===== src/rtl/sdsync_pkg.sv =====
package sdsync_pkg;

  typedef enum logic {
    MODE_525 = 1'b0,
    MODE_625 = 1'b1
  } vmode_e;

  typedef enum logic [1:0] {
    PH_CB = 2'd0,
    PH_YA = 2'd1,
    PH_CR = 2'd2,
    PH_YB = 2'd3
  } phase_e;

  typedef struct packed {
    logic   hsync_n;
    logic   vsync_n;
    logic   blank_n;
    logic   field_even;
    logic   act_valid;
    phase_e phase;
  } sync_out_t;

endpackage


===== src/rtl/sdsync_tick.sv =====
module sdsync_tick (
  input  logic clk,
  input  logic rst,
  output logic tick
);
  logic tick_q;

  always_ff @(posedge clk) begin
    if (rst) tick_q <= 1'b0;
    else     tick_q <= ~tick_q;
  end

  assign tick = tick_q;
endmodule


===== src/rtl/sdsync_timing.sv =====
module sdsync_timing
  import sdsync_pkg::*;
#(
  parameter int PAL_LINE   = 864,
  parameter int NTSC_LINE  = 858,
  parameter int PAL_LINES  = 625,
  parameter int NTSC_LINES = 525,
  parameter int PX_W       = 10,
  parameter int LN_W       = 10
) (
  input  logic            clk,
  input  logic            rst,
  input  logic            tick,
  input  logic            pal_sel,
  output vmode_e          mode,
  output logic [PX_W-1:0] px,
  output logic [LN_W-1:0] line
);
  vmode_e          mode_q;
  logic [PX_W-1:0] px_q;
  logic [LN_W-1:0] line_q;
  logic [PX_W-1:0] last_px;
  logic [LN_W-1:0] last_line;

  always_comb begin
    if (mode_q == MODE_625) begin
      last_px   = PX_W'(PAL_LINE - 1);
      last_line = LN_W'(PAL_LINES);
    end else begin
      last_px   = PX_W'(NTSC_LINE - 1);
      last_line = LN_W'(NTSC_LINES);
    end
  end

  always_ff @(posedge clk) begin
    if (rst) begin
      px_q   <= '0;
      line_q <= LN_W'(1);
      mode_q <= vmode_e'(pal_sel);
    end else if (tick) begin
      if (px_q == last_px) begin
        px_q <= '0;
        if (line_q == last_line) begin
          line_q <= LN_W'(1);
          mode_q <= vmode_e'(pal_sel);
        end else begin
          line_q <= line_q + LN_W'(1);
        end
      end else begin
        px_q <= px_q + PX_W'(1);
      end
    end
  end

  assign mode = mode_q;
  assign px   = px_q;
  assign line = line_q;
endmodule


===== src/rtl/sdsync_decode.sv =====
module sdsync_decode
  import sdsync_pkg::*;
#(
  parameter int PAL_LINE   = 864,
  parameter int NTSC_LINE  = 858,
  parameter int PAL_LINES  = 625,
  parameter int NTSC_LINES = 525,
  parameter int PAL_HS     = 12,
  parameter int NTSC_HS    = 16,
  parameter int PAL_ACT    = 132,
  parameter int NTSC_ACT   = 122,
  parameter int ACT_W      = 720,
  parameter int PAL_VBI    = 25,
  parameter int NTSC_VBI   = 20,
  parameter int VS_LINES   = 3,
  parameter int PX_W       = 10,
  parameter int LN_W       = 10
) (
  input  vmode_e          mode,
  input  logic [PX_W-1:0] px,
  input  logic [LN_W-1:0] line,
  output sync_out_t       o
);
  localparam int PAL_MID  = (PAL_LINES + 1) / 2;
  localparam int NTSC_MID = (NTSC_LINES + 1) / 2;

  logic [PX_W-1:0] hs_len, act_s, act_e, half;
  logic [LN_W-1:0] vbi, mid, mid_vs, mid_vbi;
  logic            odd_vs, even_vs, second, vblank, in_act, valid;
  logic [1:0]      ph;

  always_comb begin
    if (mode == MODE_625) begin
      hs_len  = PX_W'(PAL_HS);
      act_s   = PX_W'(PAL_ACT);
      act_e   = PX_W'(PAL_ACT + ACT_W);
      half    = PX_W'(PAL_LINE / 2);
      vbi     = LN_W'(PAL_VBI);
      mid     = LN_W'(PAL_MID);
      mid_vs  = LN_W'(PAL_MID + VS_LINES);
      mid_vbi = LN_W'(PAL_MID + PAL_VBI);
    end else begin
      hs_len  = PX_W'(NTSC_HS);
      act_s   = PX_W'(NTSC_ACT);
      act_e   = PX_W'(NTSC_ACT + ACT_W);
      half    = PX_W'(NTSC_LINE / 2);
      vbi     = LN_W'(NTSC_VBI);
      mid     = LN_W'(NTSC_MID);
      mid_vs  = LN_W'(NTSC_MID + VS_LINES);
      mid_vbi = LN_W'(NTSC_MID + NTSC_VBI);
    end
  end

  always_comb begin
    odd_vs  = (line <= LN_W'(VS_LINES));
    even_vs = ((line == mid) && (px >= half)) ||
              ((line > mid) && (line < mid_vs)) ||
              ((line == mid_vs) && (px < half));
    second  = (line > mid) || ((line == mid) && (px >= half));
    vblank  = (line <= vbi) || ((line >= mid) && (line < mid_vbi));
    in_act  = (px >= act_s) && (px < act_e);
    valid   = in_act && !vblank;
    ph      = px[1:0] - act_s[1:0];

    o.hsync_n    = !(px < hs_len);
    o.vsync_n    = !(odd_vs || even_vs);
    o.blank_n    = valid;
    o.field_even = second;
    o.act_valid  = valid;
    o.phase      = valid ? phase_e'(ph) : PH_CB;
  end
endmodule


===== src/rtl/sdsync_gen.sv =====
module sdsync_gen
  import sdsync_pkg::*;
#(
  parameter int PAL_LINE   = 864,
  parameter int NTSC_LINE  = 858,
  parameter int PAL_LINES  = 625,
  parameter int NTSC_LINES = 525,
  parameter int PAL_HS     = 12,
  parameter int NTSC_HS    = 16,
  parameter int PAL_ACT    = 132,
  parameter int NTSC_ACT   = 122,
  parameter int ACT_W      = 720,
  parameter int PAL_VBI    = 25,
  parameter int NTSC_VBI   = 20,
  parameter int VS_LINES   = 3
) (
  input  logic       clk,
  input  logic       rst,
  input  logic       pal_sel,
  output logic       pix_tick,
  output logic       hsync_n,
  output logic       vsync_n,
  output logic       blank_n,
  output logic       field_even,
  output logic       act_valid,
  output logic [1:0] act_phase
);
  localparam int MAX_LINE  = (PAL_LINE > NTSC_LINE) ? PAL_LINE : NTSC_LINE;
  localparam int MAX_LINES = (PAL_LINES > NTSC_LINES) ? PAL_LINES : NTSC_LINES;
  localparam int PX_W      = $clog2(MAX_LINE + 1);
  localparam int LN_W      = $clog2(MAX_LINES + VS_LINES + PAL_VBI + NTSC_VBI + 1);

  logic            tick;
  vmode_e          mode_q;
  logic [PX_W-1:0] px;
  logic [LN_W-1:0] line;
  sync_out_t       dec;

  sdsync_tick u_tick (
    .clk  (clk),
    .rst  (rst),
    .tick (tick)
  );

  sdsync_timing #(
    .PAL_LINE   (PAL_LINE),
    .NTSC_LINE  (NTSC_LINE),
    .PAL_LINES  (PAL_LINES),
    .NTSC_LINES (NTSC_LINES),
    .PX_W       (PX_W),
    .LN_W       (LN_W)
  ) u_timing (
    .clk     (clk),
    .rst     (rst),
    .tick    (tick),
    .pal_sel (pal_sel),
    .mode    (mode_q),
    .px      (px),
    .line    (line)
  );

  sdsync_decode #(
    .PAL_LINE   (PAL_LINE),
    .NTSC_LINE  (NTSC_LINE),
    .PAL_LINES  (PAL_LINES),
    .NTSC_LINES (NTSC_LINES),
    .PAL_HS     (PAL_HS),
    .NTSC_HS    (NTSC_HS),
    .PAL_ACT    (PAL_ACT),
    .NTSC_ACT   (NTSC_ACT),
    .ACT_W      (ACT_W),
    .PAL_VBI    (PAL_VBI),
    .NTSC_VBI   (NTSC_VBI),
    .VS_LINES   (VS_LINES),
    .PX_W       (PX_W),
    .LN_W       (LN_W)
  ) u_decode (
    .mode (mode_q),
    .px   (px),
    .line (line),
    .o    (dec)
  );

  assign pix_tick   = tick;
  assign hsync_n    = dec.hsync_n;
  assign vsync_n    = dec.vsync_n;
  assign blank_n    = dec.blank_n;
  assign field_even = dec.field_even;
  assign act_valid  = dec.act_valid;
  assign act_phase  = dec.phase;
endmodule


===== config.mk =====
export PLATFORM = sky130hd
export DESIGN_NAME = sdsync_gen
export DESIGN_NICKNAME = d
export VERILOG_FILES = /design/src/rtl/sdsync_pkg.sv /design/src/rtl/sdsync_tick.sv /design/src/rtl/sdsync_timing.sv /design/src/rtl/sdsync_decode.sv /design/src/rtl/sdsync_gen.sv
export SDC_FILE = /design/constraint.sdc
export NUM_CORES = 1
export LEC_CHECK = 0
export ABC_AREA = 1
export CORE_ASPECT_RATIO = 0.7
export CORE_MARGIN = 2
export CORE_UTILIZATION = 55
export DETAILED_ROUTE_END_ITERATION = 16
export PLACE_DENSITY_LB_ADDON = 0.08
export SLEW_MARGIN = 5
export SYNTH_ARGS = -nofsm -noshare
export SYNTH_HDL_FRONTEND = slang
export SYNTH_HIERARCHICAL = 1
export SYNTH_SLANG_ARGS = --single-unit

===== constraint.sdc =====
create_clock -name clk -period 2.6 [get_ports clk]
set_input_delay 0.78 -clock clk [delete_from_list [all_inputs] [get_ports clk]]
set_output_delay 0.78 -clock clk [all_outputs]
set_load 0.1 [all_outputs]

After elaboration in Yosys (flattened, before gate mapping)
Cells that the tools add are included.
{"block": "op_classes", "magnitude_cmp": 11, "bitwise_logic": 1, "n_eq_ne": 4, "reduce_logical": 19, "n_mux": 17, "addsub": 3}
{"op": "$lt 10x9->1", "count": 3}
{"op": "$add 10x1->10 const B", "count": 2}
{"op": "$eq 10x10->1", "count": 2}
{"op": "$eq 10x9->1", "count": 2}
{"op": "$ge 10x9->1", "count": 2}
{"op": "$lt 10x10->1", "count": 2}
{"op": "$mux 10", "count": 2}
{"op": "$mux 5", "count": 3}
{"op": "$mux 7", "count": 2}
{"op": "$mux 6", "count": 2}
{"op": "$ge 10x8->1", "count": 1}
{"op": "$gt 10x9->1", "count": 1}
{"op": "$le 10x2->1 const B", "count": 1}
{"op": "$le 10x5->1", "count": 1}
{"op": "$mux 8", "count": 1}
{"op": "$logic_and 1x1->1", "count": 6}
{"op": "$reduce_bool 2->1", "count": 3}
{"op": "$logic_or 1x1->1", "count": 5}
{"op": "$mux 1", "count": 4}
{"op": "$mux 4", "count": 1}
{"op": "$logic_not 1->1", "count": 3}
{"op": "$mux 3", "count": 1}
{"op": "$reduce_and 3->1", "count": 1}
{"op": "$mux 2", "count": 1}
{"op": "other kinds (3)", "count": 3}
{"block": "totals", "out_inout_bits": 8, "register_bits": 22, "wordCells": 59, "inputBits": 3}

Depth between registers and ports, before layout
Gate-level depths: netlist of the first run.
{"block": "depth", "ltp_word": 7, "ltp_mapped": 13, "ltp_nobuf": 12}

Modules after synthesis
Netlist of the first run, hierarchy kept.
{"mod": "sdsync_timing", "seq_area_each_um2": 430.4, "n_inst": 1, "cells_per_inst": 190, "area_per_inst_um2": 1236.2}
{"mod": "sdsync_decode", "seq_area_each_um2": 0.0, "n_inst": 1, "cells_per_inst": 179, "area_per_inst_um2": 1021.0}
{"mod": "sdsync_tick", "seq_area_each_um2": 20.0, "n_inst": 1, "cells_per_inst": 2, "area_per_inst_um2": 23.8}

Least setup slack after synthesis of the first run
Ideal clock, no wire load.
{"block": "synth_path", "kind": "register -> output", "startpoint": "register u_timing.mode_q (netlist: u_timing/mode)", "endpoint": "output port act_phase[0]", "path_stages_with_launch": 10, "arrival_ns": 3.009, "path_buffers": 0, "t_required_ns": 1.820, "path_slack_ns": -1.189, "path_cell_list": "edfxtp_1 inv_1 ha_1 inv_2 nand2_1 o21ai_1 a21oi_2 nor2_1 nand3_2 nor2_1"}
{"block": "synth_between", "elab_chain_len": 7, "elab_cells_between_ends": 16, "classes_between": "5 x order compare; 6 x mux; 5 x reduce/logical"}
{"element": "start, declared", "line": "sdsync_timing.sv:19", "text": "vmode_e mode_q;"}
{"element": "start signal, assigned", "line": "sdsync_timing.sv:39", "text": "mode_q <= vmode_e'(pal_sel);"}
{"element": "start signal, assigned", "line": "sdsync_timing.sv:45", "text": "mode_q <= vmode_e'(pal_sel);"}
{"element": "$mux 6 / $mux 7 (equally long branches)", "line": "sdsync_decode.sv:33", "text": "if (mode == MODE_625) begin"}
{"element": "$ge 10x9->1 / $lt 10x9->1 (equally long branches)", "line": "sdsync_decode.sv:60", "text": "vblank = (line <= vbi) || ((line >= mid) && (line < mid_vbi));"}
{"element": "$logic_and 1x1->1", "line": "sdsync_decode.sv:60"}
{"element": "$logic_or 1x1->1", "line": "sdsync_decode.sv:60"}
{"element": "$logic_not 1->1", "line": "sdsync_decode.sv:62", "text": "valid = in_act && !vblank;"}
{"element": "$logic_and 1x1->1 (*)", "line": "sdsync_decode.sv:62"}
{"element": "$mux 2 (*)", "line": "sdsync_decode.sv:70", "text": "o.phase = valid ? phase_e'(ph) : PH_CB;"}
{"element": "end, declared", "line": "sdsync_gen.sv:26", "text": "output logic [1:0] act_phase"}
Every way passes the cells marked *; elsewhere a longest branch is shown, timed or not.

Worst setup path in the final report of the first run
{"block": "layout_path", "startpoint": "register u_timing.mode_q (netlist: u_timing/mode)", "endpoint": "output port vsync_n"}
{"block": "layout_between", "elab_chain_len": 7, "elab_cells_between_ends": 16, "classes_between": "4 x order compare; 2 x eq/ne; 3 x mux; 7 x reduce/logical"}
{"element": "$mux 5 / $mux 6 (equally long branches)", "line": "sdsync_decode.sv:33"}
{"element": "$ge 10x9->1, or another cell as far along", "line": "sdsync_decode.sv:56", "text": "even_vs = ((line == mid) && (px >= half)) ||"}
{"element": "$logic_and 1x1->1 (on tied branches)", "line": "sdsync_decode.sv:56, sdsync_decode.sv:57"}
{"element": "$logic_or 1x1->1", "line": "sdsync_decode.sv:56"}
{"element": "$logic_or 1x1->1 (*)", "line": "sdsync_decode.sv:57", "text": "((line > mid) && (line < mid_vs)) ||"}
{"element": "$logic_or 1x1->1 (*)", "line": "sdsync_decode.sv:66", "text": "o.vsync_n = !(odd_vs || even_vs);"}
{"element": "$logic_not 1->1 (*)", "line": "sdsync_decode.sv:66"}
{"element": "end, declared", "line": "sdsync_gen.sv:22", "text": "output logic vsync_n,"}
Marked as above.

==> metrics, run 1 <==
Tmin final=2.925 ns; pre-CTS WS=-0.003454 ns; Worst-path clk slew=0.08 ns; port bufs=10; reg2reg start=u_timing/mode; Num Clock Sinks=22; register area share after synthesis=0.1975; I/O pins=11; Routed Antenna Nets=0; WHS=around 0.57 ns; Seq pwr share=0.526; hold path startpoint=u_timing/px[0]; P_int=0.0004896 W; CTS tree=built; initial antenna violation count=0; final WL=5535 µm; Initial Utilization=0.5780; Crit path arrival time=between 2 and 2.5 ns; first-pass GRT wire length=9252 µm; Max Cap Violations=0; max_slew headroom=0.7010; Max Freq=341.9 MHz; unrepaired setup endpoints after global routing=yes; clk_lat worst skew=0.26 ns; # nets final=427; dpl cells=about 440; net load switching power=0.0001791 W; syn_area_per_cell=6.148 µm²; via-per-instance ratio=5.131; number of hold buffers added after CTS=0; Yosys warnings=6; share of layout cells above drive strength 1=0.2116; Switching Fraction=0.2679; Netlist cell types=35; largest net degree at the start of global routing=14; DRC violations left=0; cell area after synthesis=2281 µm²; DRT Pass-1 Iters=5; most frequent cells in the layout=nand2_1, inv_1, nor2_1, nand3_1, dfxtp_1; number of global-route vias before repair=2076; CTS Buf Count=3; PD cells=238.6 nW/µm²; die width=80.97 µm; worst-margin pin slew=0.4479 ns; CP Class=flip-flop to output pin; clock power share=0.321; PnR worst setup slack=-0.3245 ns; Worst setup EP type=output pin; FF+latch count, synth=22; non-filler cells, final=449; Peak VDD IR=0.2275 mV; H-tree depth=1; status=finished, violations left; worst-path fanout max=11; fin crit share=1.125; Mapped Cells=371; root buffer cell=clkbuf_8; routability cong.=0.9352; # diodes=0; total vias in the final route=2304; failing checks=negative setup slack; total nets after synthesis=400; clock buffer depth=2; routed len/inst=12.33 µm; Hold Path Class=flip-flop to flip-flop; Critical Path Start Type=flip-flop; CP startpoint=u_timing/mode; Gate power share=0.153; Row Count=19; HPWL after DPL=4467 µm; DRT iter0 DRCs=133; grt ovf=0; final max-slew violation count=0; P_leak=1.333 nW; commonest non-fill, non-tap cell in the layout=nand2_1; Critical Path RT=1.82 ns; Final setup viols=6; die height=slightly below 60 µm; placeable core area=3946 µm²; Clock Skews=0.007496 ns; global router's overall resource usage=0.2544; Layout area overhead=22.87%; Fin. Hold Viols=0; die area=~4700 µm²
path summary, 6_finish.rpt:
check / cells after the start / slack [ns] / to
setup / recovery: 13 / -0.32 / vsync_n
hold reg to reg: 2 / 0.57 / u_timing/px[0]
setup reg to reg: 9 / 0.74 / u_timing/mode
hold / removal: 2 / 0.57 / u_timing/px[0]
through the flow:
step                utilization  setup TNS [ns]   power, W  instance area, µm²
floorplan                     -          -1.234  0.0004294                2435
global placement         0.6836               0  0.0004529                2698
detailed placement       0.6836       -0.003454  0.0004553                2698
CTS                      0.6985          -1.602  0.0006689                2756
global route             0.7102          -2.354  0.0006967                2803
finish                   0.7102          -1.707  0.0006687                2803
power by group through the flow:
stage,logic (W),clock network [W],registers (W)
after global routing,0.000113,0.000231,0.000353
after CTS,0.0000975,0.000220,0.000351
final,0.000102,0.000215,0.000352
after floorplan,0.0000630,0,0.000366
after global placement,0.0000941,0,0.000359
after detailed placement,0.0000961,0,0.000359
worst max-delay path: stages (launching register included):
cell and delay, ns:
edfxtp_1 0.47, buf_6 0.19, buf_4 0.13, ha_1 0.16, nand2_1 0.07, nand2_1 0.07, nand2_1 0.06, nand2_1 0.07
nand2_2 0.08, nand3_4 0.07, nand3_1 0.10, nand3_1 0.12, nor2_4 0.12, buf_12 0.18
timing repair:
action,in CTS,in global routing
resized for setup,2,7
setup endpoints to repair,7,7
buffers inserted,1,2
pin swaps,0,0
kinds of logic (layout without fill, tap and decap cells):
group / after synthesis / count (layout) / synth area share
buffers and inverters: 73 / 99 / 0.1289
XOR/XNOR: 4 / 4 / 0.01536
AO/OA/AOI/OAI: 20 / 20 / 0.05047
AND/OR/NAND/NOR: 226 / 226 / 0.4652
flip-flops: 22 / 22 / 0.1975
adder cells (fa/ha/maj): 26 / 26 / 0.1426
sequential cells by signal (all words and copies together), names as in the netlist:
register,flops
u_timing/px,10
u_timing/line,10
u_tick/tick,1
u_timing/mode,1
cell usage after synthesis:
library cell	n	share of area
a21oi_1	7	0.015
xnor2_1	2	0.0077
nand3_1	27	0.059
ha_1	26	0.14
nand2_1	93	0.15
nor3_1	4	0.0088
o21bai_1	1	0.0033
o21ai_0	3	0.0066
or2_4	1	0.0038
a211oi_1	2	0.0066
nor2_2	8	0.022
nor2_4	2	0.0099
a21oi_2	1	0.0038
nor3_2	1	0.0044
inv_2	9	0.015
a31oi_1	1	0.0027
edfxtp_1	1	0.013
nand2_2	5	0.014
inv_4	2	0.0055
nand2_8	1	0.0088
nand3_2	4	0.018
o31ai_1	1	0.0033
nand3_4	1	0.0077
inv_1	58	0.095
buf_4	4	0.013
xor2_1	2	0.0077
o21ai_1	4	0.0088
nor4_1	2	0.0055
dfxtp_1	21	0.18
nand3b_1	1	0.0033
nand2_4	2	0.0099
nor3b_1	1	0.0033
nor2b_1	1	0.0027
nand4_1	12	0.033
nor2_1	60	0.099
layer usage:
layer,GRT usage,vias up,part of all wire
li1,-,1213,-
met1,0.3961,1023,0.52
met2,0.3896,66,0.42
met3,0.01558,2,0.051
met4,0.04843,0,0.0034
met5,0,-,0
layout make-up:
class | count | area (µm²)
repair buffers | 26 | 291.5
well taps | 52 | 65.06
clock buffers | 4 | 45.04
fillers | 324 | 1144
multi-input cells | 276 | 1682
inverters | 69 | 269.0
flip-flops and latches | 22 | 450.4
(Power assumes the default switching activity.)
==> inputs of run 2 (changes only) <==
Settings changed: CORE_UTILIZATION 55 to 60.
Clock period 2.6 ns to 3.1 ns, I/O delays scaled along.
==> run 2 against run 1 <==
Sequential share of layout area fell by 0.97 points; critical path depth fell by 3; largest cell class unchanged; combinational power barely moved; setup slack improved by 0.18 ns; routed wire length rose by 32%; global-route usage rose by 4.4 points; clock-buffer cell count did not move; highest routed layer unchanged; clock skew fell by 0.0024 ns; critical path type unchanged; via count rose by 13%; the flow still finishes with violations (negative setup slack).
==> metrics, run 2 (synthesis results as in run 1) <==
Crit path arrival time=~2.3 ns; DRT Pass-1 Iters=5; Fin. Hold Viols=0; fin crit share=1.046; Clock Skews=0.005058 ns; register area=450.4 µm²; Worst Reg2Reg Path Length in Cells=8; via-per-instance ratio=5.800; pre-CTS WS=0.2530 ns; die width=slightly below 80 µm; Setup TNS Final=-0.5680 ns; failing checks=negative setup slack; CP Class=flip-flop to output pin; Peak VDD IR=approximately 0.28 mV; met1 Use GR=0.4644; max_slew headroom=0.6588; global router's overall resource usage=0.2982; final instance area=slightly below 3000 µm²; HPWL after DPL=between 4000 and 5000 µm; DRT iter0 DRCs=304; CTS Buf Count=3; number of hold buffers added after CTS=0; Worst setup EP type=output pin; Num Clock Sinks=22; multi-input logic area=roughly 1800 µm²; grt ovf=0; PD cells=213.4 nW/µm²; initial antenna violation count=0; die area=4319 µm²; worst-margin pin slew=0.5112 ns; reg2reg start=u_timing/px[8]; fin util=0.8330; unrepaired setup endpoints after global routing=yes; placeable core area=between 3000 and 4000 µm²; DRC violations left=0; total vias in the final route=2604; final max-slew violation count=0; Final setup viols=5; commonest non-fill, non-tap cell in the layout=nand2_1; port bufs=10; Critical Path RT=2.17 ns; GR peak layer=met1; most frequent cells in the layout=nand2_1, inv_1, nor2_1, nand3_1, dfxtp_1; reg2reg end=u_timing/mode; WHS=0.5767 ns; met3 Resource Use GR=0.03571; reg2reg setup slack=1.24 ns; Routed Antenna Nets=0; Initial Utilization=0.6370; number of global-route vias before repair=2202; CP startpoint=u_timing/mode; routed len/inst=16.31 µm; # diodes=0; clk_lat worst skew=0.27 ns; final WL=~7300 µm; Critical Path Start Type=flip-flop; worst-path fanout max=4; first-pass GRT wire length=10380 µm; DP Area=around 2600 µm²; share of layout cells above drive strength 1=0.2581; # nets final=between 400 and 500; Max Freq=roughly 310 MHz; PnR worst setup slack=-0.1411 ns; H-tree depth=1; status=finished, violations left; hold path startpoint=u_timing/px[0]; routability cong.=0.9414; P_leak=about 1.4 nW; root buffer cell=clkbuf_8; largest net degree at the start of global routing=16; die height=~56 µm; Layout area overhead=30.77%; I/O pins=11; FILL cells=between 200 and 250; GRT met2 Usage=0.4273; clock buffer depth=2; Hold Path Class=flip-flop to flip-flop; Tmin final=3.241 ns; crit path capture=vsync_n; Row Count=18; Max Cap Violations=0; Worst-path clk slew=0.08 ns; CTS tree=built
## run 2: report_power, final
part	switching [W]	leakage, nW	internal, W
sequential	0.00000750	0.179	0.000288
clock	0.0000982	0.0339	0.000140
combinational	0.0000641	1.14	0.0000383
total	0.000170	1.35	0.000467
## run 2: critical path: stages (launching register included)
cell	delay [ns]
edfxtp_1	0.47
clkinvlp_4	0.21
buf_4	0.18
ha_4	0.27
nand2_1	0.06
nand3b_1	0.17
nor2_2	0.20
nand4_1	0.16
nand3_2	0.12
nor2_4	0.04
buf_12	0.16
## run 2: how the worst min path moves through the flow
stage / end / cells after the start / slack [ns]
detailed placement: u_timing/px[0] / 2 / 0.53
finish: u_timing/px[0] / 2 / 0.58
floorplan: u_timing/px[0] / 2 / 0.49
global placement: u_timing/px[0] / 2 / 0.53
global route: u_timing/px[0] / 2 / 0.59
CTS: u_timing/px[0] / 2 / 0.57
## run 2: what timing repair did
item,4_1_cts,5_1_grt
endpoints found under the hold margin,0,0
setup endpoints to repair,3,6
gates cloned,1,0
pin swaps,6,24
resized for setup,13,33
setup buffers,6,1
## run 2: through the flow
step / cells / power [W]
after floorplan: 371 / 0.0003577
after global placement: 437 / 0.0003740
after detailed placement: 437 / 0.0003765
after CTS: 448 / 0.0006229
after global routing: 449 / 0.0006635
final: 449 / 0.0006367
## run 2: area by class of cell
type                       count  share of cell area
inverter                      69             0.09438
timing repair inverter         1            0.002517
sequential                    22              0.1510
timing repair buffer          27              0.1065
clock buffer                   4             0.02223
tap                           50             0.02097
multi-input combinational    276              0.6023
## run 2: per-layer routing
layer / routed length (µm) / up-vias
met1: 3272 / 1185
li1: - / 1215
met5: 0 / -
met2: 3148 / 175
met4: 199 / 0
met3: 703 / 29
